<file path="src/rtl/lemu_pkg.sv">
package lemu_pkg;

  // Map a raw control vector of either polarity to active-high form.
  function automatic logic norm_bit(input bit active_high, input logic raw);
    return active_high ? raw : ~raw;
  endfunction

  // Encodes the bit positions with a defined power-up value.
  typedef enum logic [0:0] {
    INIT_UNDEF = 1'b0,
    INIT_DEF   = 1'b1
  } init_kind_e;

endpackage

</file>
<file path="src/rtl/lemu_rst_sync.sv">
module lemu_rst_sync #(
  parameter int unsigned STAGES = 2
) (
  input  logic clk_i,
  input  logic rst_ni,
  output logic rst_sync_no
);

  logic [STAGES-1:0] chain_q;
  logic [STAGES-1:0] chain_d;

  always_comb begin
    chain_d = {chain_q[STAGES-2:0], 1'b1};
  end

  always_ff @(posedge clk_i or negedge rst_ni) begin
    if (!rst_ni) begin
      chain_q <= '0;
    end else begin
      chain_q <= chain_d;
    end
  end

  assign rst_sync_no = chain_q[STAGES-1];

  // the synchronized reset stays low for as long as the raw reset is low
  a_r9_sync_follows_assert: assert property (
    @(posedge clk_i) !rst_ni |-> !rst_sync_no
  ) else $error("a_r9_sync_follows_assert");

endmodule

</file>
<file path="src/rtl/lemu_pol_norm.sv">
module lemu_pol_norm #(
  parameter int unsigned WIDTH       = 8,
  parameter bit          ACTIVE_HIGH = 1'b1
) (
  input  logic [WIDTH-1:0] raw_i,
  output logic [WIDTH-1:0] act_o
);

  import lemu_pkg::*;

  for (genvar i = 0; i < WIDTH; i++) begin : g_bit
    assign act_o[i] = norm_bit(ACTIVE_HIGH, raw_i[i]);
  end

endmodule

</file>
<file path="src/rtl/lemu_hold_reg.sv">
module lemu_hold_reg #(
  parameter int unsigned      WIDTH      = 8,
  parameter logic [WIDTH-1:0] INIT_VALUE = '0,
  parameter logic [WIDTH-1:0] INIT_KNOWN = '1
) (
  input  logic             clk_i,
  input  logic             rst_ni,
  input  logic [WIDTH-1:0] d_i,
  output logic [WIDTH-1:0] q_o
);

  import lemu_pkg::*;

  logic [WIDTH-1:0] hold_d;
  logic [WIDTH-1:0] hold_q;

  // The next value is always the current output word: capture every cycle.
  always_comb begin
    hold_d = d_i;
  end

  for (genvar i = 0; i < WIDTH; i++) begin : g_bit
    if (init_kind_e'(INIT_KNOWN[i]) == INIT_DEF) begin : g_reset
      always_ff @(posedge clk_i or negedge rst_ni) begin
        if (!rst_ni) begin
          hold_q[i] <= INIT_VALUE[i];
        end else begin
          hold_q[i] <= hold_d[i];
        end
      end
    end else begin : g_noreset
      always_ff @(posedge clk_i) begin
        hold_q[i] <= hold_d[i];
      end
    end
  end

  assign q_o = hold_q;

  // Set once the register has captured at least one edge outside reset.
  logic past_ok_q;
  always_ff @(posedge clk_i or negedge rst_ni) begin
    if (!rst_ni) begin
      past_ok_q <= 1'b0;
    end else begin
      past_ok_q <= 1'b1;
    end
  end

  // the held word equals the previous cycle's output
  a_r1_hold_tracks: assert property (
    @(posedge clk_i) disable iff (!rst_ni)
    past_ok_q |-> (q_o == $past(d_i))
  ) else $error("a_r1_hold_tracks");

  // defined bits carry their power-up value at reset release
  a_r8_init_value: assert property (
    @(posedge clk_i) $rose(rst_ni) |-> ((q_o & INIT_KNOWN) == (INIT_VALUE & INIT_KNOWN))
  ) else $error("a_r8_init_value");

endmodule

</file>
<file path="src/rtl/lemu_overlay.sv">
module lemu_overlay #(
  parameter int unsigned WIDTH = 8
) (
  input  logic             gate_act_i,
  input  logic [WIDTH-1:0] data_i,
  input  logic [WIDTH-1:0] held_i,
  input  logic [WIDTH-1:0] set_act_i,
  input  logic [WIDTH-1:0] clr_act_i,
  output logic [WIDTH-1:0] q_o
);

  logic [WIDTH-1:0] picked;
  logic [WIDTH-1:0] with_set;

  // Stage order matters: pick, then set, then clear (clear dominates).
  always_comb begin
    picked   = gate_act_i ? data_i : held_i;
    with_set = picked | set_act_i;
    q_o      = with_set & ~clr_act_i;
  end

endmodule

</file>
<file path="src/rtl/latch_emu.sv">
module latch_emu #(
  parameter int unsigned      WIDTH           = 8,
  parameter bit               EN_ACTIVE_HIGH  = 1'b1,
  parameter bit               SET_ACTIVE_HIGH = 1'b1,
  parameter bit               CLR_ACTIVE_HIGH = 1'b1,
  parameter logic [WIDTH-1:0] INIT_VALUE      = '0,
  parameter logic [WIDTH-1:0] INIT_KNOWN      = '1
) (
  input  logic             clk_i,
  input  logic             rst_ni,
  input  logic             gate_i,
  input  logic [WIDTH-1:0] data_i,
  input  logic [WIDTH-1:0] set_i,
  input  logic [WIDTH-1:0] clr_i,
  output logic [WIDTH-1:0] q_o
);

  localparam int unsigned SYNC_STAGES = 2;

  logic             rst_sync_n;
  logic             gate_act;
  logic [WIDTH-1:0] set_act;
  logic [WIDTH-1:0] clr_act;
  logic [WIDTH-1:0] held;
  logic [WIDTH-1:0] q_int;

  lemu_rst_sync #(.STAGES(SYNC_STAGES)) u_rst_sync (
    .clk_i       (clk_i),
    .rst_ni      (rst_ni),
    .rst_sync_no (rst_sync_n)
  );

  lemu_pol_norm #(.WIDTH(1), .ACTIVE_HIGH(EN_ACTIVE_HIGH)) u_gate_norm (
    .raw_i (gate_i),
    .act_o (gate_act)
  );

  lemu_pol_norm #(.WIDTH(WIDTH), .ACTIVE_HIGH(SET_ACTIVE_HIGH)) u_set_norm (
    .raw_i (set_i),
    .act_o (set_act)
  );

  lemu_pol_norm #(.WIDTH(WIDTH), .ACTIVE_HIGH(CLR_ACTIVE_HIGH)) u_clr_norm (
    .raw_i (clr_i),
    .act_o (clr_act)
  );

  lemu_hold_reg #(
    .WIDTH      (WIDTH),
    .INIT_VALUE (INIT_VALUE),
    .INIT_KNOWN (INIT_KNOWN)
  ) u_hold (
    .clk_i  (clk_i),
    .rst_ni (rst_sync_n),
    .d_i    (q_int),
    .q_o    (held)
  );

  lemu_overlay #(.WIDTH(WIDTH)) u_overlay (
    .gate_act_i (gate_act),
    .data_i     (data_i),
    .held_i     (held),
    .set_act_i  (set_act),
    .clr_act_i  (clr_act),
    .q_o        (q_int)
  );

  assign q_o = q_int;

  // Set after the first edge captured outside reset.
  logic past_ok_q;
  always_ff @(posedge clk_i or negedge rst_sync_n) begin
    if (!rst_sync_n) begin
      past_ok_q <= 1'b0;
    end else begin
      past_ok_q <= 1'b1;
    end
  end

  // transparent pass-through while the gate is active
  a_r2_transparent: assert property (
    @(posedge clk_i) disable iff (!rst_sync_n)
    (gate_act && set_act == '0 && clr_act == '0) |-> (q_o == data_i)
  ) else $error("a_r2_transparent");

  // with the gate closed and no override, the output repeats last cycle
  a_r3_hold_output: assert property (
    @(posedge clk_i) disable iff (!rst_sync_n)
    (past_ok_q && !gate_act && set_act == '0 && clr_act == '0) |-> (q_o == $past(q_o))
  ) else $error("a_r3_hold_output");

  // an active set bit without clear drives a 1
  a_r5_set_forces_one: assert property (
    @(posedge clk_i) disable iff (!rst_sync_n)
    (set_act != '0) |-> ((q_o & set_act & ~clr_act) == (set_act & ~clr_act))
  ) else $error("a_r5_set_forces_one");

  // an active clear bit drives a 0, even when set is also active
  a_r6_clear_wins: assert property (
    @(posedge clk_i) disable iff (!rst_sync_n)
    (clr_act != '0) |-> ((q_o & clr_act) == '0)
  ) else $error("a_r6_clear_wins");

endmodule

</file>
<file path="config.mk">
export PLATFORM = sky130hd
export DESIGN_NAME = latch_emu
export DESIGN_NICKNAME = d
export VERILOG_FILES = /design/src/rtl/lemu_pkg.sv /design/src/rtl/lemu_rst_sync.sv /design/src/rtl/lemu_pol_norm.sv /design/src/rtl/lemu_hold_reg.sv /design/src/rtl/lemu_overlay.sv /design/src/rtl/latch_emu.sv
export SDC_FILE = /design/constraint.sdc
export NUM_CORES = 1
export LEC_CHECK = 0
export ABC_AREA = 0
export BUFFER_PORTS_ARGS = -buffer_cell sky130_fd_sc_hd__buf_2
export CORE_MARGIN = 3
export CORE_UTILIZATION = 32
export DETAILED_ROUTE_END_ITERATION = 6
export PLACE_DENSITY = 0.71
export SYNTH_ARGS = -nofsm -noshare
export SYNTH_HDL_FRONTEND = slang
export SYNTH_SLANG_ARGS = --single-unit
</file>
<file path="constraint.sdc">
create_clock -name clk_i -period 0.8 [get_ports clk_i]
set_input_delay 0.12 -clock clk_i [delete_from_list [all_inputs] [get_ports clk_i]]
set_output_delay 0.12 -clock clk_i [all_outputs]
set_load 0.01 [all_outputs]
</file>
==> flow_summary.ini, run 1 <==
[yosys]
synthArstFlopShare = 1.00
yosys_warnings = 0
synthTopCellsByCount = dfrtp_1 (10), a21oi_1 (8), inv_1 (8), mux2i_1 (8)
yosysSeqAreaShare = 0.602
synth_area_leaders = dfrtp_1 (60%), mux2i_1 (19%), a21oi_1 (9.6%)
synth_most_common_cell = dfrtp_1
synth-seq-cells = 10
synth_flop_cell = dfrtp_1
synth_area_um2 = 415
synthCells = 36
synth_edf_count = 0
synth_cell_types = 6
syn_nets = 63
post-synth-top-area-cell = dfrtp_1
synth_top_area_share = 0.602
syn_area_per_cell_um2 = 11.5

[sta]
fin_crit_ns = 1.11
rsz0062_at_grt = true
skew_ns = 0.00435
tns_ns = -2.45
maxSlewViolCount = 0
hold_violations = 0
post-route-period-util = 1.39
layout_setup_ws_ns = -0.311
fmax_mhz = 900
setup_viol = 11

[finish]
utilization = 0.566
drive_above_1_share = 0.553
insertedDiodeCount = 0
fin_cells = 90
syn_to_final_growth_pct = 57.5
final_nets = 105

[placement]
place_hpwl_um = 732
pre_cts_ws_ns = -0.150
routabilityCongestion = 0.616
io_buffers = 34
dp_cells = 83

[die]
core_area_um2 = 1160
num_io_pins = 35
die_x_um = 42.0
die_area_um2 = 1770
rows = 12
die_y_um = 42.0
start_util = 0.359

[grt]
track_usage = 0.118
grt_pass1_wl_um = 1540
antenna_found_initial = 0
grt_pass1_vias = 393
grt_max_degree = 9
grt_overflow = 0

[run]
max_cap_viol_count = 0

[power_and_ir_drop]
p_leak_nw = 0.398
power.share.clock = 0.306
p_per_area_nw_per_um2 = 1660
ir_drop_mv = 1.04
switchingPower_w = 0.000261
power.internal_w = 0.000826
pwr-share-comb = 0.182
p_seq_frac = 0.512
sw_frac_of_total = 0.240

[routing]
vias = 392
via_per_inst = 4.36
dr.pass1.iters = 2
drc = 0
drtIter0Drc = 5
ant_nets = 0
drt_wl_total_um = 943
wl_per_cell_um = 10.5

[setup_path]
cp_cell_sequence = mux2i_1 > a21oi_2 > buf_2
crit_family = flip-flops
cp.required_ns = 0.68
worst-path-max-fanout = 2
timing.rr.start = u_hold.q_o[5]$_DFF_PN0_
critPathLaunchType = flip-flop
endpoint_kind = output port
worst-setup-path-type = flip-flop to output port
slowest_stage = dfrtp_1
critical_path_arrival_ns = 0.99
critical_path.max_stage_delay_ns = 0.36
worst-path-buf-inv = 1
startpoint = u_hold.q_o[1]$_DFF_PN0_

[clock_tree]
numCtsBuffers = 3
clock_sink_count = 10
htree_levels = 1
clk_path_buf_depth = 2
clk_latency_ns = 0.26
cts_root_buf = clkbuf_4
cts_tree = done
cts.clk_slew.worst_paths_ns = 0.06

[outcome]
violations = setup timing
status = complete, but fails checks

[min_path]
hp-start = clr_i[2]
hold_class = input pin to flip-flop
[layout by cell type, fill, tap and decap left out, drive strengths merged]
| master | Yosys | final |
|---|---|---|
| clkbuf | 0 | 3 |
| a21oi | 8 | 8 |
| dlygate4sd3 | 0 | 1 |
| dfrtp | 10 | 10 |
| buf | 1 | 37 |
| inv | 8 | 8 |
| mux2i | 8 | 8 |
| conb | 1 | 1 |
[cells by family (layout without fill, tap and decap cells)]
family / Yosys count / count (layout) / synth area share
flip-flops: 10 / 10 / 0.602
other: 1 / 1 / 0.00903
multiplexers: 8 / 8 / 0.193
AO/OA/AOI/OAI: 8 / 8 / 0.0964
buffers and inverters: 9 / 49 / 0.0994
[state kept, by name, summed over array words and instances, names as in the netlist]
register and flops:
u_hold.q_o 8, u_rst_sync.chain_q 2
[worst register-to-register path, delay by kind of cell, from the launching register on]
family / cells / cell delay [ns]
flops: 1 / 0.37
buf+inv: 1 / 0.13
mux: 1 / 0.12
compound gates: 1 / 0.10
[metal layers]
layer / share of wire / wire length, um / GRT usage
met2: 0.52 / 493 / 0.191
met4: 0.012 / 11 / 0.0745
met3: 0.10 / 95 / 0.0558
met1: 0.36 / 343 / 0.121
met5: 0 / 0 / 0
[stage by stage]
| stage | hold slack [ns] | power [W] | instance area [um2] |
|---|---|---|---|
| 2_1_floorplan | -0.176 | 0.000645 | 415 |
| 3_3_place_gp | -0.0928 | 0.000736 | 592 |
| 3_5_place_dp | -0.0914 | 0.000741 | 592 |
| 4_1_cts | -0.0000236 | 0.00109 | 632 |
| 5_1_grt | 0.00463 | 0.00116 | 654 |
| 6_report | 0.00862 | 0.00109 | 654 |
[final timing paths]
| check | end | slack [ns] | cells after the start |
|---|---|---|---|
| max | q_o[1] | -0.31 | 3 |
| min | u_hold.q_o[2]$_DFF_PN0_ | 0.009 | 2 |
| max reg2reg | u_hold.q_o[5]$_DFF_PN0_ | -0.03 | 3 |
| min reg2reg | u_hold.q_o[2]$_DFF_PN0_ | 0.13 | 0 |
| max in group asynchronous | u_hold.q_o[6]$_DFF_PN0_ | 0.42 | 0 |
| min in group asynchronous | u_hold.q_o[2]$_DFF_PN0_ | 0.13 | 0 |
[what timing repair did]
action	in CTS	in global routing
buffers inserted	1	2
hold buffers	1	0
hold endpoints to repair	3	0
pin swaps	5	5
endpoints found under the setup margin	8	9
resized for setup	0	2
[cell type report]
type / instances / area, um2
repair buffers: 38 / 203
fillers: 111 / 502
flip-flops and latches: 10 / 250
inverters: 8 / 30.0
clock buffers: 3 / 22.5
multi-input cells: 17 / 131
well taps: 14 / 17.5
[power by group through the flow]
| stage | combinational [W] | clock, W | sequential, W |
|---|---|---|---|
| floorplan | 0.0000843 | 0 | 0.000561 |
| global placement | 0.000172 | 0 | 0.000564 |
| detailed placement | 0.000175 | 0 | 0.000566 |
| CTS | 0.000184 | 0.000346 | 0.000557 |
| global route | 0.000221 | 0.000380 | 0.000560 |
| finish | 0.000198 | 0.000333 | 0.000556 |
(Power assumes the default switching activity.)
==> inputs of run 2 (changes only) <==
--- a/config.mk
+++ b/config.mk
@@ -11,6 +11,7 @@
 export CORE_UTILIZATION = 32
 export DETAILED_ROUTE_END_ITERATION = 6
 export PLACE_DENSITY = 0.71
+export RECOVER_POWER = 50
 export SYNTH_ARGS = -nofsm -noshare
 export SYNTH_HDL_FRONTEND = slang
 export SYNTH_SLANG_ARGS = --single-unit
==> flow_summary.ini, run 2 (synthesis results as in run 1) <==
[min_path]
hold_class = input pin to flip-flop
hold_depth = 2

[setup_path]
timing.rr.start = u_hold.q_o[5]$_DFF_PN0_
critical_path.max_stage_delay_ns = 0.36
cp.required_ns = 0.68
critical_path_arrival_ns = 0.99
worst-path-max-fanout = 2
startpoint = u_hold.q_o[1]$_DFF_PN0_
endpoint_kind = output port
cp_cell_sequence = mux2i_1 > a21oi_2 > buf_2
rrSetupSlack_ns = -0.03
critPathLaunchType = flip-flop
r2r_cells = 3
worst-setup-path-type = flip-flop to output port
crit_path_end = q_o[1]
slowest_stage = dfrtp_1
r2r-end = u_hold.q_o[5]$_DFF_PN0_

[power_and_ir_drop]
p_leak_nw = 0.396
ir_drop_mv = 1.03
p_per_area_nw_per_um2 = 1660
power_w = 0.00109

[grt]
grt_pass1_wl_um = 1540
grt_pass1_vias = 393
grt_max_degree = 9
antenna_found_initial = 0
track_usage = 0.118
grt_overflow = 0

[sta]
layout_setup_ws_ns = -0.311
hold_violations = 0
maxSlewViolCount = 0
skew_ns = 0.00435
post-route-period-util = 1.39
fmax_mhz = 900
rsz0062_at_grt = true
setup_viol = 11
fin_crit_ns = 1.11

[clock_tree]
cts_tree = done
numCtsBuffers = 3
clock_sink_count = 10
htree_levels = 1
clk_path_buf_depth = 2
cts.clk_slew.worst_paths_ns = 0.06
clk_latency_ns = 0.26
cts_root_buf = clkbuf_4

[placement]
io_buffers = 34
pre_cts_ws_ns = -0.150
place_hpwl_um = 732
routabilityCongestion = 0.616

[finish]
utilization = 0.565
drive_above_1_share = 0.539
syn_to_final_growth_pct = 57.2
mostFrequentLayoutCells = buf_2 (33), dfrtp_1 (10), inv_1 (8), mux2i_1 (8), a21oi_1 (6)
largest_register_ffs = 8
fillers = 112
insertedDiodeCount = 0
final_nets = 105
layout_commonest_cell = buf_2

[die]
start_util = 0.359
die_y_um = 42.0
core_area_um2 = 1160
num_io_pins = 35
die_x_um = 42.0
rows = 12
die_area_um2 = 1770

[run]
max_cap_viol_count = 0

[routing]
via_per_inst = 4.36
drt_wl_total_um = 943
wl_per_cell_um = 10.5
drc = 0
ant_nets = 0
vias = 392
drtIter0Drc = 5
dr.pass1.iters = 2

[outcome]
violations = setup timing
status = complete, but fails checks
run 2: cell count changes in the layout (fill, tap and decap cells not counted):
cell and delta:
buf_2 -1, clkbuf_1 +1
run 2: layout make-up:
type | instances | area [um2] | share of cell area
clock buffers | 3 | 22.5 | 0.0345
inverters | 8 | 30.0 | 0.0460
multi-input cells | 17 | 131 | 0.201
flip-flops and latches | 10 | 250 | 0.383
well taps | 14 | 17.5 | 0.0268
repair buffers | 38 | 201 | 0.308
run 2: report_power, final:
| part | total (W) | internal (W) | leakage (nW) | switching [W] |
|---|---|---|---|---|
| Combinational | 0.000197 | 0.000112 | 0.260 | 0.0000853 |
| Sequential | 0.000556 | 0.000540 | 0.122 | 0.0000162 |
| Clock | 0.000333 | 0.000173 | 0.0138 | 0.000160 |
| Total | 0.00109 | 0.000825 | 0.396 | 0.000261 |
run 2: routing by layer:
layer	vias up	track usage	part of all wire
met3	2	0.0558	0.10
met5	-	0	0
met2	21	0.191	0.52
met4	0	0.0745	0.012
li1	194	-	-
met1	175	0.121	0.36
run 2: how the worst min path moves through the flow:
stage                        start                         endpoint  slack, ns
after floorplan             rst_ni  u_rst_sync.chain_q[0]$_DFF_PN0_      -0.18
after global placement      rst_ni  u_rst_sync.chain_q[0]$_DFF_PN0_      -0.09
after detailed placement    rst_ni  u_rst_sync.chain_q[0]$_DFF_PN0_      -0.09
after CTS                 clr_i[4]          u_hold.q_o[4]$_DFF_PN0_   -0.00002
after global routing      clr_i[7]          u_hold.q_o[7]$_DFF_PN0_      0.005
final                     clr_i[2]          u_hold.q_o[2]$_DFF_PN0_      0.009
run 2: timing repair:
item | CTS | global route
hold endpoints to repair | 3 | 0
hold buffers | 1 | 0
pin swaps | 5 | 5
endpoints found under the setup margin | 8 | 9
cloned | 0 | 0
setup buffers | 1 | 2
gates resized for setup | 0 | 2
run 2: through the flow:
stage	hold slack (ns)	instance area, um2	std cells	TNS, ns
after floorplan	-0.176	415	36	0
after global placement	-0.0928	592	83	-0.957
after detailed placement	-0.0914	592	83	-1.07
after CTS	-0.0000236	632	88	-2.45
after global routing	0.00463	653	90	-3.16
final	0.00862	653	90	-2.45
run 2: worst max-delay path, delay by kind of cell, from the launching register on:
| kind | cells | cell delay, ns |
|---|---|---|
| AOI/OAI and AO/OA | 1 | 0.08 |
| buffers and inverters | 1 | 0.14 |
| DFF | 1 | 0.36 |
| muxes | 1 | 0.15 |
